==> src/rtl/wdt_pkg.sv <==
package wdt_pkg;
    localparam int DW = 8;
    localparam int AW = 2;

    localparam logic [AW-1:0] A_CNT  = 2'd0;
    localparam logic [AW-1:0] A_CTL  = 2'd1;
    localparam logic [AW-1:0] A_STAT = 2'd2;

    localparam logic [DW-1:0] STAT_INIT = 8'h1F;

    typedef enum logic [0:0] {
        CLR_IDLE  = 1'b0,
        CLR_ARMED = 1'b1
    } clr_state_e;
endpackage

==> src/rtl/wdt_tick_counter.sv <==
module wdt_tick_counter #(
    parameter int W = 8
) (
    input  logic         clk,
    input  logic         rst_n,
    input  logic         stby,
    input  logic         tick,
    input  logic         wd_mode,
    input  logic         cnt_we,
    input  logic         ctl_we,
    input  logic [W-1:0] wdata,
    output logic [W-1:0] cnt,
    output logic         run,
    output logic         ovf
);
    assign ovf = tick && run && (&cnt);

    always_ff @(posedge clk or negedge rst_n) begin
        if (!rst_n) begin
            cnt <= '0;
            run <= 1'b0;
        end else if (stby) begin
            cnt <= '0;
            run <= 1'b0;
        end else if (ovf && wd_mode) begin
            cnt <= '0;
            run <= 1'b0;
        end else begin
            if (cnt_we)
                cnt <= wdata;
            else if (tick && run)
                cnt <= cnt + W'(1);
            if (ctl_we)
                run <= wdata[0];
        end
    end

    // watchdog overflow wipes counter and run bit
    a_r8_wd_clear: assert property (@(posedge clk) disable iff (!rst_n)
        (ovf && wd_mode) |=> (cnt == '0 && !run));

    // plain tick advances by one, wrapping
    a_r2_increment: assert property (@(posedge clk) disable iff (!rst_n)
        (tick && run && !cnt_we && !stby && !wd_mode) |=> (cnt == $past(cnt) + W'(1)));
endmodule

==> src/rtl/wdt_status_ctl.sv <==
module wdt_status_ctl
    import wdt_pkg::*;
(
    input  logic          clk,
    input  logic          rst_n,
    input  logic          stby,
    input  logic          rd_stat,
    input  logic          wr_stat,
    input  logic [2:0]    wbits,
    input  logic          ovf_wd,
    output logic [DW-1:0] stat,
    output logic          rst_en
);
    clr_state_e state_q, state_d;
    logic flag_q, spare_q, clr_ok;

    // state register
    always_ff @(posedge clk or negedge rst_n) begin
        if (!rst_n)
            state_q <= CLR_IDLE;
        else if (stby)
            state_q <= CLR_IDLE;
        else
            state_q <= state_d;
    end

    // next state
    always_comb begin
        state_d = state_q;
        unique case (state_q)
            CLR_IDLE:  if (rd_stat && flag_q) state_d = CLR_ARMED;
            CLR_ARMED: if (wr_stat)           state_d = CLR_IDLE;
        endcase
    end

    // outputs of the handshake
    always_comb begin
        clr_ok = 1'b0;
        unique case (state_q)
            CLR_IDLE:  clr_ok = 1'b0;
            CLR_ARMED: clr_ok = wr_stat && !wbits[2];
        endcase
    end

    always_ff @(posedge clk or negedge rst_n) begin
        if (!rst_n) begin
            flag_q  <= STAT_INIT[7];
            rst_en  <= STAT_INIT[6];
            spare_q <= STAT_INIT[5];
        end else if (stby) begin
            flag_q  <= STAT_INIT[7];
            rst_en  <= STAT_INIT[6];
            spare_q <= STAT_INIT[5];
        end else begin
            if (ovf_wd)
                flag_q <= 1'b1;
            else if (clr_ok)
                flag_q <= 1'b0;
            if (wr_stat) begin
                rst_en  <= wbits[1];
                spare_q <= wbits[0];
            end
        end
    end

    assign stat = {flag_q, rst_en, spare_q, STAT_INIT[4:0]};

    // flag only rises after a watchdog overflow
    a_r3_flag_rise: assert property (@(posedge clk) disable iff (!rst_n)
        $rose(flag_q) |-> $past(ovf_wd));

    // flag only falls on an armed zero write or a standby reset
    a_r4_flag_fall: assert property (@(posedge clk) disable iff (!rst_n)
        $fell(flag_q) |-> $past(stby || (wr_stat && !wbits[2] && state_q == CLR_ARMED)));

    // overflow always leaves the flag set
    a_r6_set_wins: assert property (@(posedge clk) disable iff (!rst_n)
        (ovf_wd && !stby) |=> flag_q);

    // any status write leaves the handshake idle
    a_r5_consume: assert property (@(posedge clk) disable iff (!rst_n)
        (wr_stat && state_q == CLR_ARMED) |=> (state_q == CLR_IDLE));
endmodule

==> src/rtl/wdt_ovf_rst_ctrl.sv <==
module wdt_ovf_rst_ctrl
    import wdt_pkg::*;
(
    input  logic          clk,
    input  logic          rst_n,
    input  logic          stby_rst,
    input  logic          tick_en,
    input  logic          wd_mode,
    input  logic [AW-1:0] bus_addr,
    input  logic          bus_rd,
    input  logic          bus_wr,
    input  logic [DW-1:0] bus_wdata,
    output logic [DW-1:0] bus_rdata,
    output logic          rst_req,
    output logic          ivl_irq
);
    logic [DW-1:0] cnt, stat;
    logic run, ovf, ovf_wd, ovf_iv, rst_en;

    assign ovf_wd = ovf && wd_mode;
    assign ovf_iv = ovf && !wd_mode;

    wdt_tick_counter #(.W(DW)) u_cnt (
        .clk     (clk),
        .rst_n   (rst_n),
        .stby    (stby_rst),
        .tick    (tick_en),
        .wd_mode (wd_mode),
        .cnt_we  (bus_wr && bus_addr == A_CNT),
        .ctl_we  (bus_wr && bus_addr == A_CTL),
        .wdata   (bus_wdata),
        .cnt     (cnt),
        .run     (run),
        .ovf     (ovf)
    );

    wdt_status_ctl u_stat (
        .clk     (clk),
        .rst_n   (rst_n),
        .stby    (stby_rst),
        .rd_stat (bus_rd && bus_addr == A_STAT),
        .wr_stat (bus_wr && bus_addr == A_STAT),
        .wbits   (bus_wdata[7:5]),
        .ovf_wd  (ovf_wd),
        .stat    (stat),
        .rst_en  (rst_en)
    );

    always_ff @(posedge clk or negedge rst_n) begin
        if (!rst_n) begin
            rst_req <= 1'b0;
            ivl_irq <= 1'b0;
        end else if (stby_rst) begin
            rst_req <= 1'b0;
            ivl_irq <= 1'b0;
        end else begin
            rst_req <= ovf_wd && rst_en;
            ivl_irq <= ovf_iv;
        end
    end

    always_comb begin
        unique case (bus_addr)
            A_CNT:   bus_rdata = cnt;
            A_CTL:   bus_rdata = {{(DW-1){1'b0}}, run};
            A_STAT:  bus_rdata = stat;
            default: bus_rdata = '0;
        endcase
    end

    // reset request follows an enabled watchdog overflow
    a_r7_rst_cause: assert property (@(posedge clk) disable iff (!rst_n)
        rst_req |-> $past(ovf_wd && rst_en));

    // reset request lasts one cycle
    a_r7_rst_single: assert property (@(posedge clk) disable iff (!rst_n)
        rst_req |=> !rst_req);

    // interval interrupt never coincides with a reset request
    a_r12_irq_excl: assert property (@(posedge clk) disable iff (!rst_n)
        ivl_irq |-> !rst_req);
endmodule

==> config.mk <==
export PLATFORM = sky130hd
export DESIGN_NAME = wdt_ovf_rst_ctrl
export DESIGN_NICKNAME = d
export VERILOG_FILES = /design/src/rtl/wdt_pkg.sv /design/src/rtl/wdt_tick_counter.sv /design/src/rtl/wdt_status_ctl.sv /design/src/rtl/wdt_ovf_rst_ctrl.sv
export SDC_FILE = /design/constraint.sdc
export NUM_CORES = 1
export LEC_CHECK = 0
export BUFFER_PORTS_ARGS = -buffer_cell sky130_fd_sc_hd__buf_2
export CAP_MARGIN = 10
export CELL_PAD_IN_SITES_DETAIL_PLACEMENT = 1
export CELL_PAD_IN_SITES_GLOBAL_PLACEMENT = 1
export CORE_MARGIN = 10
export CORE_UTILIZATION = 33
export DETAILED_ROUTE_END_ITERATION = 7
export HOLD_SLACK_MARGIN = 0.1
export PLACE_DENSITY = 0.83
export SYNTH_ARGS = -nofsm -noshare
export SYNTH_HDL_FRONTEND = slang
export SYNTH_SLANG_ARGS = --single-unit
==> constraint.sdc <==
create_clock -name clk -period 1.55 [get_ports clk]
set_input_delay 0.2325 -clock clk [delete_from_list [all_inputs] [get_ports clk]]
set_output_delay 0.2325 -clock clk [all_outputs]
set_load 0.05 [all_outputs]
==> results of run 1 <==
cells in the mapped netlist:
master    count  share of area [%]
o21ai_0       2                1.1
nand2b_1      1               0.67
nor2_1       17                6.8
or4_1         1               0.80
nand4_1       1               0.67
and3_1        3                2.0
o21ai_1       4                2.1
or3_1         2                1.3
or2_2         1               0.67
o211ai_1      1               0.80
nor3b_4       1                2.0
mux2i_1       7                7.5
nor3b_1       2                1.6
dfrtp_1      15                 40
nand3b_1      2                1.6
nor2b_1       1               0.67
nor4_1        2                1.3
nor3_1        4                2.1
or3b_1        1               0.93
ha_1          1                1.3
o31a_1        2                1.9
nand4b_1      1               0.93
nand2_1      11                4.4
o22ai_1       2                1.3
nand3_1      10                5.3
a31oi_1       1               0.67
buf_2         4                2.1
o22ai_2       1                1.3
clkbuf_1      2               0.80
a21oi_1      10                5.3
layout by cell type (no fill, tap or decap), types with 2 or more instances in the layout:
master and n:
mux2i_1 7, nand3_1 9, nor3_1 4, nor2_1 17
a21oi_1 10, buf_4 15, dfrtp_2 2, o22ai_1 2
nand3b_1 2, dfrtp_1 13, clkbuf_4 3, o31a_1 2
o21ai_1 5, nor3b_1 2, and3_1 3, nand2_1 11
buf_2 25
cells by family after synthesis:
| logic type | Yosys count |
|---|---|
| fa+ha+maj | 1 |
| flops | 15 |
| simple gates | 61 |
| mux | 7 |
| buf+inv | 6 |
| compound gates | 23 |
sequential cells by signal, summed over array words and instances (netlist names):
register,cells
u_cnt.run,1
u_stat.spare_q,1
u_stat.rst_en,1
u_stat.flag_q,1
ivl_irq,1
rst_req,1
u_stat.state_q,1
u_cnt.cnt,8
worst paths after layout:
path / from / to
hold / removal: wd_mode / ivl_irq$_DFF_PN0_
setup / recovery: u_cnt.cnt[1]$_DFFE_PN0P_ / u_cnt.cnt[0]$_DFFE_PN0P_
setup reg to reg: u_cnt.cnt[1]$_DFFE_PN0P_ / u_cnt.cnt[0]$_DFFE_PN0P_
min in group asynchronous: rst_n / u_stat.state_q$_DFF_PN0_
max in group asynchronous: rst_n / u_cnt.cnt[2]$_DFFE_PN0P_
hold reg to reg: u_stat.spare_q$_DFFE_PN0P_ / u_stat.spare_q$_DFFE_PN0P_
worst max-delay path, cell delays in order, from the launching register on:
cell     delay, ns
dfrtp_1       0.42
ha_4          0.19
nand3_2       0.09
nor3_1        0.08
or4_1         0.47
a31oi_1       0.15
what timing repair did:
item | in CTS | in global routing
hold buffers | 1 | 0
pin swaps | 0 | 1
resized for setup | 3 | 5
endpoints found under the setup margin | 9 | 11
endpoints found under the hold margin | 15 | 0
per-layer routing:
| metal | share of wire [%] | wire length (µm) | up-vias |
|---|---|---|---|
| met3 | 5.3 | 171 | 6 |
| met4 | 1.5 | 48 | 0 |
| met5 | 0 | 0 | - |
| li1 | - | - | 492 |
| met1 | 43 | 1409 | 514 |
| met2 | 50 | 1617 | 24 |
per-stage QoR:
| stage | TNS [ns] | hold WS (ns) | setup WS (ns) | total power, mW |
|---|---|---|---|---|
| final | 0 | 0.1177 | 0.06271 | 0.7975 |
| after global routing | -0.02665 | 0.1166 | -0.01335 | 0.8345 |
| after CTS | 0 | 0.1132 | 0.01061 | 0.8011 |
| after detailed placement | -0.5039 | 0.1653 | -0.08086 | 0.5615 |
| after global placement | 0 | 0.1546 | 0.02386 | 0.5578 |
| after floorplan | 0 | -0.06309 | 0.01738 | 0.4914 |
cell type report:
cell class,count,share of cell area (%)
clock buffer,3,1.791
tap,31,3.085
sequential,15,30.05
clock inverter,1,0.3980
timing repair buffer,41,19.70
multi-input combinational,92,44.97
where the power goes:
part           switching, mW  internal [mW]
Clock                  0.141         0.0960
Combinational         0.0995         0.0586
Sequential           0.00575          0.397
==> flow_summary.toml, run 1 <==
[global_routing]
grt_first_pass_wirelength_um = 5547
grtUsageMet2_pct = 20.92
use_met1_pct = 15.97
grt_busiest_layer = "met2"
overflow = 0
track_usage_pct = 12.85
grt_max_degree = 16
grt_util_met3_pct = 3.365
grt_pass1_vias = 1111
antenna_found_initial = 0

[job]
maxCapViolations = 0

[synth]
ys_warn_count = 0
yosysSeqAreaShare_pct = 39.95
synth_compound_area_share_pct = 14.51
syn-cell-area_um2 = 939.7
synth_nets = 131
synth_area_per_cell_um2 = 8.315
ys_ff_latch = 15
synth.mux.area_fraction_pct = 7.457
synth_cell_types = 30
yosys.area_share.simple_pct = 33.82
synth_top_family_by_area = "simple AND/OR/NAND/NOR gates"
postSynthCellCount = 113
synth_fa_ha_area_share_pct = 1.332
synth-xor-area-share_pct = 0

[cells_and_area]
fin_area_um2 = 1257
drive_gt1_share_pct = 34.87
num-nets-final = 171
diodes = 0
multi_input_comb_area_um2 = 565.5
stdcell_count = 183
syn_to_final_growth_pct = 33.82
final_util_pct = 46.00
fill_cells = 341
seq_area_um2 = 377.9

[setup_path]
required_ns = 1.76
crit_arrival_ns = 1.70
path_max_fanout = 4
start_kind = "flop"
crit_type = "flop to flop"
end_kind = "flop"
r2r_setup_slack_ns = 0.06
reg2regPathDepth = 5

[hold_path]
hold_path_depth = 2
min_path_type = "input pin to flop"

[outcome]
status = "completed"

[clocking]
cts.htree.levels = 1
cts_made_buffers = 3
clk_path_buf_depth = 2
cts_root_buffer = "clkbuf_4"
post-cts-setup-buffer-count = 0
clock-sinks = 15
clk_latency_ns = 0.29
cts_tree = "built"
clk_pin_slew_ns = 0.10

[sta]
clock_skew_ns = 0.006307
fmax_ghz = 0.6724
rsz0062_at_grt = "true"
period_share_pct = 95.95
layout_min_cycle_time_ns = 1.487
max_slew_margin_pct = 75.55
tightestPinTransition_ns = 0.3668
drv_slew = 0
hold_violations = 0
setup_viol = 0

[pwr]
p_leak_nw = 0.5742
peakVddDrop_mv = 0.4096
p_per_area_nw_per_um2 = 634.2

[route]
avgViaCountPerCell = 5.661
routed_wl_um = 3247
routedWlPerCell_um = 17.74
ant_nets = 0
dr.pass1.iters = 4
vias = 1036
drc_errors = 0
drt-initial-drc-count = 19

[placement]
place.gp.congestion = 0.8728
placed_area_um2 = 1191
place_inst = 178
io_buffer_count = 26
hpwl_um = 2481

[floorplanning]
num_rows = 19
io_pins = 27
fp.dieH_um = 73.36
core_um2 = 2734
fp.dieW_um = 73.36
start_util_pct = 34.37
dieArea_um2 = 5382
Note: power is estimated with default switching activity, not from simulation.
==> run 2, diff against run 1 <==
CORE_UTILIZATION = 39   (was 33)
PLACE_DENSITY = 0.91   (was 0.83)
clock period = 1.8 ns   (was 1.55 ns; I/O delays follow)
==> run 2 against run 1 <==
Sequential cell count unchanged; core utilization increased by 5.3 points; sequential power decreased by 13%; wire length decreased by 1.7%; combinational power decreased by 22%; critical path type unchanged; highest routed layer unchanged.
==> flow_summary.toml, run 2 (synthesis results as in run 1) <==
[route]
routedWlPerCell_um = 18.78
vias = 1007
drt-initial-drc-count = 36
ant_nets = 0
routed_wl_um = 3193
drc_errors = 0
dr.pass1.iters = 4
avgViaCountPerCell = 5.924

[setup_path]
r2r-end = "u_cnt.cnt[0]$_DFFE_PN0P_"
cp.buffers_inverters = 0
crit_path_max_incr_delay_ns = 0.48
crit_arrival_ns = 1.87
required_ns = 2.03
cp_top_family = "simple AND/OR/NAND/NOR gates"
start_kind = "flop"
end_kind = "flop"
cp_slowest_cell = "or4_1"
crit_type = "flop to flop"
r2r_setup_slack_ns = 0.15
regToRegStartpoint = "u_cnt.cnt[1]$_DFFE_PN0P_"
crit_path_cell_trace = "ha_2, nand3_1, nor3_2, or4_1, a31oi_1"
reg2regPathDepth = 5
path_max_fanout = 6

[pwr]
pwr-share-seq_pct = 51.3
power_mw = 0.6770
pwr-share-clk_pct = 30.5
p_int_mw = 0.4657
p_sw_mw = 0.2113
p_per_area_nw_per_um2 = 585.0
switching_share_pct = 31.21
peakVddDrop_mv = 0.5608
power_frac_comb_pct = 18.2
p_leak_nw = 0.5255

[sta]
fmax_ghz = 0.6063
rsz0062_at_grt = "false"
fin_ws_ns = 0.1507
hold_violations = 0
clock_skew_ns = 0.001309
fin_setup_tns_ns = 0
max_slew_margin_pct = 64.33
setup_viol = 0
tightestPinTransition_ns = 0.5331
drv_slew = 0
period_share_pct = 91.63
layout_min_cycle_time_ns = 1.649

[cells_and_area]
final_common_cell = "buf_2"
diodes = 0
syn_to_final_growth_pct = 23.17
multi_input_comb_area_um2 = 549.3
stdcell_count = 170
drive_gt1_share_pct = 28.17
regMostFlops = "u_cnt.cnt"
layout_common_cells = "buf_2, nor2_1, dfrtp_1"
largest_reg_flops = 8
seq_area_um2 = 375.4
fill_cells = 298
num-nets-final = 161
fin_area_um2 = 1157

[floorplanning]
dieArea_um2 = 4773
io_pins = 27
start_util_pct = 41.68
core_um2 = 2255
num_rows = 17
fp.dieH_um = 69.09
fp.dieW_um = 69.09

[clocking]
clk_latency_ns = 0.29
clk_path_buf_depth = 2
clk_pin_slew_ns = 0.10
cts_root_buffer = "clkbuf_4"
post-cts-setup-buffer-count = 0
cts_tree = "built"
cts_made_buffers = 3
clock-sinks = 15
cts.htree.levels = 1

[placement]
place_inst = 165
place.gp.congestion = 0.9255
hpwl_um = 2297
pre_cts_ws_ns = -0.0005391
io_buffer_count = 26
placed_area_um2 = 1107

[hold_path]
min_path_type = "input pin to flop"
hold_path_depth = 2
hold_path_end = "ivl_irq$_DFF_PN0_"
min_from = "wd_mode"

[global_routing]
grt_max_degree = 16
track_usage_pct = 12.82
grt_pass1_vias = 1073
grt_first_pass_wirelength_um = 5202
antenna_found_initial = 0
overflow = 0

[job]
maxCapViolations = 0

[outcome]
status = "completed"
## run 2: how the worst max path moves through the flow
stage	endpoint	depth (start not counted)	startpoint	slack, ns
detailed placement	u_cnt.cnt[7]$_DFFE_PN0P_	5	u_cnt.cnt[1]$_DFFE_PN0P_	-0.0005
floorplan	u_cnt.cnt[5]$_DFFE_PN0P_	6	u_cnt.cnt[0]$_DFFE_PN0P_	0.21
finish	u_cnt.cnt[0]$_DFFE_PN0P_	5	u_cnt.cnt[1]$_DFFE_PN0P_	0.15
global placement	u_cnt.cnt[5]$_DFFE_PN0P_	5	u_cnt.cnt[1]$_DFFE_PN0P_	0.14
global route	rst_req$_DFF_PN0_	4	u_cnt.cnt[1]$_DFFE_PN0P_	0.03
CTS	u_cnt.cnt[7]$_DFFE_PN0P_	5	u_cnt.cnt[1]$_DFFE_PN0P_	0.00008
## run 2: area by class of cell
type	instances	share of cell area (%)
Clock buffer	3	1.946
Sequential cell	15	32.43
Clock inverter	1	0.4324
Tap cell	28	3.027
Timing Repair Buffer	31	14.70
Multi-Input combinational cell	92	47.46
## run 2: stage by stage
stage               util, %  hold WS [ns]
finish                51.33        0.1549
global route          51.33        0.1463
CTS                   50.78        0.1565
detailed placement    49.11        0.2012
global placement      49.11        0.1900
floorplan                 -      -0.02559
## run 2: metal layers
| metal | GRT usage (%) | up-vias | part of all wire [%] |
|---|---|---|---|
| met4 | 5.322 | 0 | 1.8 |
| met5 | 0 | - | 0 |
| met3 | 2.568 | 6 | 4.3 |
| li1 | - | 471 | - |
| met1 | 13.91 | 508 | 41 |
| met2 | 23.29 | 22 | 53 |
## run 2: power by group through the flow
stage	combinational, mW	clock [mW]	sequential [mW]
finish	0.123	0.206	0.348
global route	0.134	0.233	0.348
global placement	0.117	0	0.353
detailed placement	0.120	0	0.354
CTS	0.123	0.209	0.347
floorplan	0.0707	0	0.352
## run 2: timing repair
| item | in CTS | in global routing |
|---|---|---|
| endpoints found under the hold margin | 15 | 0 |
| hold buffers | 1 | 0 |
| resized for setup | 0 | 3 |
| endpoints found under the setup margin | 0 | 7 |
## run 2: worst reg2reg max path: stages (launching register included)
cell,delay [ns]
dfrtp_1,0.44
ha_2,0.22
nand3_1,0.18
nor3_2,0.09
or4_1,0.48
a31oi_1,0.17
